## src/rtl/cs_range_decoder.sv

```systemverilog
module cs_range_decoder #(
  parameter int NCH = 5,
  parameter int AW  = 16,
  parameter int PW  = 6,
  parameter int SW  = 2
) (
  input  logic                   clk,
  input  logic                   rst_n,
  input  logic                   reg_we,
  input  logic [$clog2(NCH)-1:0] reg_chan,
  input  logic [1:0]             reg_field,
  input  logic [((PW+SW) > NCH ? (PW+SW) : NCH)-1:0] reg_wdata,
  input  logic [AW-1:0]          cpu_addr,
  input  logic                   onchip_hit,
  output logic [NCH-1:0]         cs_n,
  output logic [SW-1:0]          stretch,
  output logic [NCH-1:0]         pin_force_out
);
  localparam int CHW = $clog2(NCH);

  logic [PW-1:0]  lo_q  [NCH];
  logic [PW-1:0]  hi_q  [NCH];
  logic [SW-1:0]  wait_q[NCH];
  logic [NCH-1:0] en_q;

  wire [PW-1:0] page = cpu_addr[AW-1 -: PW];

  always_ff @(posedge clk or negedge rst_n) begin
    if (!rst_n) begin
      en_q <= '0;
      for (int i = 0; i < NCH; i++) begin
        lo_q[i]   <= '1;
        hi_q[i]   <= '0;
        wait_q[i] <= '0;
      end
    end else if (reg_we) begin
      if (reg_field == 2'd2)
        en_q <= reg_wdata[NCH-1:0];
      else if (reg_field == 2'd0 && reg_chan < CHW'(NCH)) begin
        lo_q[reg_chan]   <= reg_wdata[PW-1:0];
        wait_q[reg_chan] <= reg_wdata[PW+SW-1:PW];
      end else if (reg_field == 2'd1 && reg_chan < CHW'(NCH))
        hi_q[reg_chan] <= reg_wdata[PW-1:0];
    end
  end

  logic [NCH-1:0] hit, grant;
  always_comb
    for (int i = 0; i < NCH; i++)
      hit[i] = en_q[i] && (lo_q[i] <= page) && (page <= hi_q[i]);

  assign grant = onchip_hit ? '0 : (hit & (~hit + NCH'(1)));
  assign cs_n = ~grant;
  assign pin_force_out = en_q;

  always_comb begin
    stretch = '0;
    for (int i = 0; i < NCH; i++)
      if (grant[i]) stretch = stretch | wait_q[i];
  end

  assert_reset_idle_R1: assert property (@(posedge clk)
    !rst_n |=> (pin_force_out == '0 && cs_n == '1));
  assert_single_select_R6: assert property (@(posedge clk) disable iff (!rst_n)
    $onehot0(~cs_n));
  assert_disabled_quiet_R5: assert property (@(posedge clk) disable iff (!rst_n)
    ((~pin_force_out) & (~cs_n)) == '0);
  assert_onchip_blocks_R7: assert property (@(posedge clk) disable iff (!rst_n)
    onchip_hit |-> (cs_n == '1 && stretch == '0));
  assert_idle_no_wait_R8: assert property (@(posedge clk) disable iff (!rst_n)
    (cs_n == '1) |-> (stretch == '0));

  for (genvar g = 0; g < NCH; g++) begin : g_inv
    assert_inverted_silent_R4: assert property (@(posedge clk) disable iff (!rst_n)
      (lo_q[g] > hi_q[g]) |-> cs_n[g]);
  end
endmodule

```

## config.mk

```make
export PLATFORM = sky130hd
export DESIGN_NAME = cs_range_decoder
export DESIGN_NICKNAME = d
export VERILOG_FILES = /design/src/rtl/cs_range_decoder.sv
export SDC_FILE = /design/constraint.sdc
export NUM_CORES = 1
export LEC_CHECK = 0
export BUFFER_PORTS_ARGS = -buffer_cell sky130_fd_sc_hd__buf_2
export CORE_AREA = 2 2 91 93
export CTS_BUF_LIST = sky130_fd_sc_hd__clkbuf_8
export DETAILED_ROUTE_END_ITERATION = 16
export DIE_AREA = 0 0 93 95
export HOLD_SLACK_MARGIN = 0.06
export PLACE_DENSITY = 0.86
export SLEW_MARGIN = 20
export SYNTH_ARGS = -nofsm -noshare
export SYNTH_HDL_FRONTEND = slang
export SYNTH_SLANG_ARGS = --single-unit
```

## constraint.sdc

```tcl
create_clock -name clk -period 2.6 [get_ports clk]
set_clock_uncertainty 0.15 [all_clocks]
set_input_delay 0.26 -clock clk [delete_from_list [all_inputs] [get_ports clk]]
set_output_delay 0.26 -clock clk [all_outputs]
set_load 0.1 [all_outputs]
```

* After elaboration in Yosys (flattened, before gate mapping) *
Cells that the tools add are included.

word-level totals
  register bits after elaboration = 75
  word-level logic and storage cells = 72

cells by class
  magnitude comparators = 13
  bitwise logic cells = 10
  muxes and demuxes = 13
  equality and inequality tests = 2
  reduce and logical (&&, ||, !) cells = 17
  add/sub/neg operators = 1

operator list
  cell                                                  count
  bitwise mux 30 bit                                    2
  less-or-equal comparator 6 bit                        10
  demux 6 bit (select 3 bit)                            1
  logical AND 1 bit                                     13
  2-to-1 mux 2 bit                                      6
  bitwise mux 10 bit                                    1
  inverter 5 bit                                        2
  bitwise OR 2 bit                                      4
  demux 2 bit (select 3 bit)                            1
  2-to-1 mux 6 bit                                      1
  adder 5 x 1 -> 5 bit (second input constant)          1
  bitwise AND 5 bit                                     1
  2-to-1 mux 5 bit                                      1
  >= comparator 4 bit (second input constant)           1
  < comparator 4 x 1 -> 1 bit (second input constant)   1
  inverter 3 -> 4 bit                                   1
  AND reduction 4 bit                                   1
  < comparator 3 bit (second input constant)            1
  AND reduction 3 bit                                   1
  equality test 2 x 1 -> 1 bit (second input constant)  1
  equality test 2 bit (second input constant)           1
  logical NOT 2 bit                                     1
  inverter 1 bit                                        2
  AND reduction 2 bit                                   1

* Longest topological paths before layout *
  word-level depth = 16
  gate-level depth with buffers = 9
  mapped depth without buffers = 8

* Least setup slack after synthesis *
No wires, ideal clock.

  path kind = register to output
  start = reg lo_q[9] in the netlist's numbering
  end = out stretch[0]
  cell stages (with the launch flop) = 8
  data required time = 2190 ps
  setup slack = -1361 ps
  arrival = 3551 ps
  cells stage by stage = dfstp_2 -> ha_1 -> a211oi_1 -> nor2_1 -> o32ai_1 -> and2_1 -> nand4_4 -> o2111ai_1

between the ends
  word-level cells in the longest chain between the ends = 10

RTL lines
  element                            line  source
  from (decl)                        21    logic [PW-1:0] lo_q [NCH];
  from (signal, indexed assignment)  40    lo_q[reg_chan] <= reg_wdata[PW-1:0];
  less-or-equal comparator 6 bit *   50    hit[i] = en_q[i] && (lo_q[i] <= page) && (page <= hi_q[i]);
  logical AND 1 bit * (2 in series)  50
  inverter 5 bit                     52    assign grant = onchip_hit ? '0 : (hit & (~hit + NCH'(1)));
  adder 5 x 1 -> 5 bit               52
  bitwise AND 5 bit *                52
  2-to-1 mux 5 bit *                 52
  2-to-1 mux 2 bit                   59    if (grant[i]) stretch = stretch | wait_q[i];
  bitwise OR 2 bit                   59
  2-to-1 mux 2 bit *                 59
  to (decl)                          16    output logic [SW-1:0] stretch,

Mark *: on every way between the ends. The rest lies on a longest branch, timed or not.

* Worst setup path in the final report *
  start = reg hi_q[28] in the netlist's numbering
  end = out stretch[0]

between the ends
  word-level cells in the longest chain between the ends = 15

RTL lines
  element                            line  source
  from (decl)                        22    logic [PW-1:0] hi_q [NCH];
  from (signal, indexed assignment)  43    hi_q[reg_chan] <= reg_wdata[PW-1:0];
  less-or-equal comparator 6 bit *   50
  logical AND 1 bit *                50
  inverter 5 bit                     52
  adder 5 x 1 -> 5 bit               52
  bitwise AND 5 bit *                52
  2-to-1 mux 5 bit *                 52
  2-to-1 mux 2 bit                   59
  bitwise OR 2 bit                   59
  2-to-1 mux 2 bit                   59
  bitwise OR 2 bit                   59
  2-to-1 mux 2 bit                   59
  bitwise OR 2 bit                   59
  2-to-1 mux 2 bit                   59
  bitwise OR 2 bit                   59
  2-to-1 mux 2 bit *                 59

Marked as above.

==> flow_summary.toml <==
[cells_and_area]
insertedDiodeCount = 0
drive_gt1_frac = 0.488
final_nets = 570
final_cells = 587
area_growth_pct = 29.1
fillerInstances = 478

[place]
gp_congestion = 0.857
dpl.cell_count = 560
port_buffers = 34
hpwl_mm = 8.26

[worst_hold_path]
hold_depth = 3
min_from = "reg_wdata[5]"
min_path_type = "primary input to register"
hold_path_end = "hi_q[23]$_DFFE_PN0P_"

[setup_path]
crit_fanout = 6
r2r_end = "pin_force_out[1]$_DFFE_PN0P_"
r2r_slack_ns = 1.53
crit_type = "register to output port"
critPathLaunchType = "register"
required_ns = 2.19
reg2reg_depth = 1
cp.arrival_ns = 2.68
reg2reg_from = "pin_force_out[1]$_DFFE_PN0P_"
critPathCaptureType = "output port"

[clock_tree]
cts-root-buf = "clkbuf_8"
clkTransAtPathRegs_ns = 0.08
cts.sinks = 75
cts_max_level = 3
cts_tree = "built"
clock_latency_ns = 0.37
cts_buffer_depth = 2
cts_made_buffers = 9

[yosys]
synth_top_area_frac = 0.248
async_flop_share = 1.00
ys_ff_latch = 75
syn-num-nets = 494
synth_edf_count = 0
synth_area_leaders = "dfrtp_1 (25%), dfstp_2 (17%), ha_1 (17%)"
yosys_warnings = 0
synth.most_common_cell = "mux2_2"
seq_area_frac_synth = 0.421
netlist_area_um2 = 4540
yosys.cell_types.count = 46
synth.top_cells.by_count = "mux2_2 (65), ha_1 (60), inv_1 (49)"
postSynthCellCount = 401
syn_avg_cell_area_um2 = 11.3
ys.flop_type = "dfrtp_1"
synth_top_area_cell = "dfrtp_1"

[floorplan]
die_w_um = 93
io_pins = 45
coreArea_um2 = 7930
rows = 33
dieArea_um2 = 8840
fp.dieH_um = 95
initial_utilization = 0.573

[grt]
grt_pass1_wl_mm = 18.7
grt.overflow.total = 0
antenna_found_initial = 0
first_global_vias = 3806
track_usage = 0.284
grt_max_degree = 46

[drt]
num_vias = 3605
firstDrtPassIters = 4
drc = 0
vias_per_cell = 6.14
wl_per_cell_um = 22.1
drtIter0Drc = 272
routed_wirelength_mm = 12.9
detail-route-antenna-nets = 0

[power]
leakagePower_nw = 2.68
ir_drop_mv = 0.581
power.density_nw_per_um2 = 738

[timing]
rsz0062_at_grt = "yes"
timing.slew.headroom = 0.506
slew_viol_final = 0
setup_slack_ns = -0.485
fmax_mhz = 324
whs_ns = 0.121
hold_viol_final = 0
setup_viol = 7
min_period_ns = 3.09
setup_tns_ns = -2.13
tightest_slew_ns = 0.741
fin_crit_sh = 1.19

[job]
max-cap-violations = 0

[status]
violations = "setup timing"
outcome = "finished with violations"
==> cell families after synthesis <==
| logic type | share of synthesized area |
|---|---|
| buffers and inverters | 0.0496 |
| adders and majority gates | 0.165 |
| AOI/OAI and AO/OA | 0.100 |
| and+or+nand+nor | 0.102 |
| muxes | 0.161 |
| DFF | 0.421 |
==> sequential cells by signal, indices dropped and copies added (netlist names) <==
signal,cells
hi_q,30
lo_q,30
pin_force_out,5
wait_q,10
==> area by class of cell <==
| type | instances | area (um^2) | area share |
|---|---|---|---|
| clock inverters | 7 | 83.8 | 0.0143 |
| repair buffers | 74 | 619 | 0.106 |
| multi-input cells | 268 | 2800 | 0.478 |
| clock buffers | 9 | 124 | 0.0211 |
| flip-flops and latches | 75 | 1920 | 0.327 |
| well taps | 105 | 131 | 0.0224 |
| inverters | 49 | 186 | 0.0318 |
==> report_power, final <==
| group | total, mW | internal (mW) | leakage [nW] | switching (mW) |
|---|---|---|---|---|
| logic | 1.72 | 0.775 | 1.69 | 0.940 |
| registers | 1.63 | 1.47 | 0.868 | 0.164 |
| clock network | 0.982 | 0.530 | 0.114 | 0.452 |
| total | 4.33 | 2.77 | 2.68 | 1.56 |
==> critical path, stage by stage, from the launching register on <==
cell and delay [ns]:
dfrtp_1 0.37, inv_1 0.08, ha_4 0.27, and4_4 0.22
o21ai_2 0.06, a32oi_2 0.25, o31a_1 0.19, buf_6 0.13
buf_4 0.12, nand4_4 0.13, o2111ai_4 0.26, buf_12 0.21
==> timing repair <==
item,in CTS,in global routing
cloned,0,0
hold buffers,3,0
setup endpoints to repair,7,7
hold endpoints to repair,33,0
pin swaps,15,21
resized for setup,14,35
setup buffers,2,6
==> cells in the final DEF, fill, tap and decap left out, drive strengths merged, types with 2 or more instances in the layout <==
cell type / instances
o21ai: 14
dfstp: 30
clkbuf: 9
buf: 71
nor2: 4
and4: 2
a21o: 8
a311oi: 2
and3: 4
nand2: 24
a21oi: 16
o32a: 2
bufinv: 2
a21boi: 4
nor3b: 2
o32ai: 3
nand4: 12
o2111ai: 3
dfrtp: 45
inv: 50
clkinv: 4
nand3b: 3
mux2: 65
nor2b: 5
dlygate4sd3: 3
and2: 5
nand3: 12
ha: 60
nand2b: 6
a32oi: 5
==> worst max-delay path by stage <==
stage                         startpoint          to  slack (ns)  cells past startpoint
CTS                 lo_q[28]$_DFFE_PN1P_  stretch[0]       -0.49                      8
floorplan            lo_q[9]$_DFFE_PN1P_  stretch[0]       -0.40                      7
global placement            cpu_addr[15]  stretch[1]       -0.18                     10
detailed placement          cpu_addr[14]  stretch[1]       -0.28                     11
global route        lo_q[28]$_DFFE_PN1P_  stretch[0]       -0.55                     10
finish              hi_q[28]$_DFFE_PN0P_  stretch[0]       -0.49                     11
==> per-stage QoR <==
stage / util / instance area [um^2] / power (mW) / worst slack, ns
2_1_floorplan: - / 4610 / 2.57 / -0.401
3_3_place_gp: 0.658 / 5220 / 2.94 / -0.179
3_5_place_dp: 0.658 / 5220 / 3.05 / -0.275
4_1_cts: 0.703 / 5580 / 4.09 / -0.493
5_1_grt: 0.740 / 5860 / 4.53 / -0.552
6_report: 0.740 / 5860 / 4.33 / -0.485
==> metal layers <==
layer / vias to the layer above / global-route usage / part of all wire
li1: 1592 / - / -
met4: 0 / 0.161 / 0.046
met3: 50 / 0.0591 / 0.064
met5: - / 0 / 0
met2: 150 / 0.496 / 0.52
met1: 1813 / 0.324 / 0.37
Note: power is estimated with default switching activity, not from simulation.
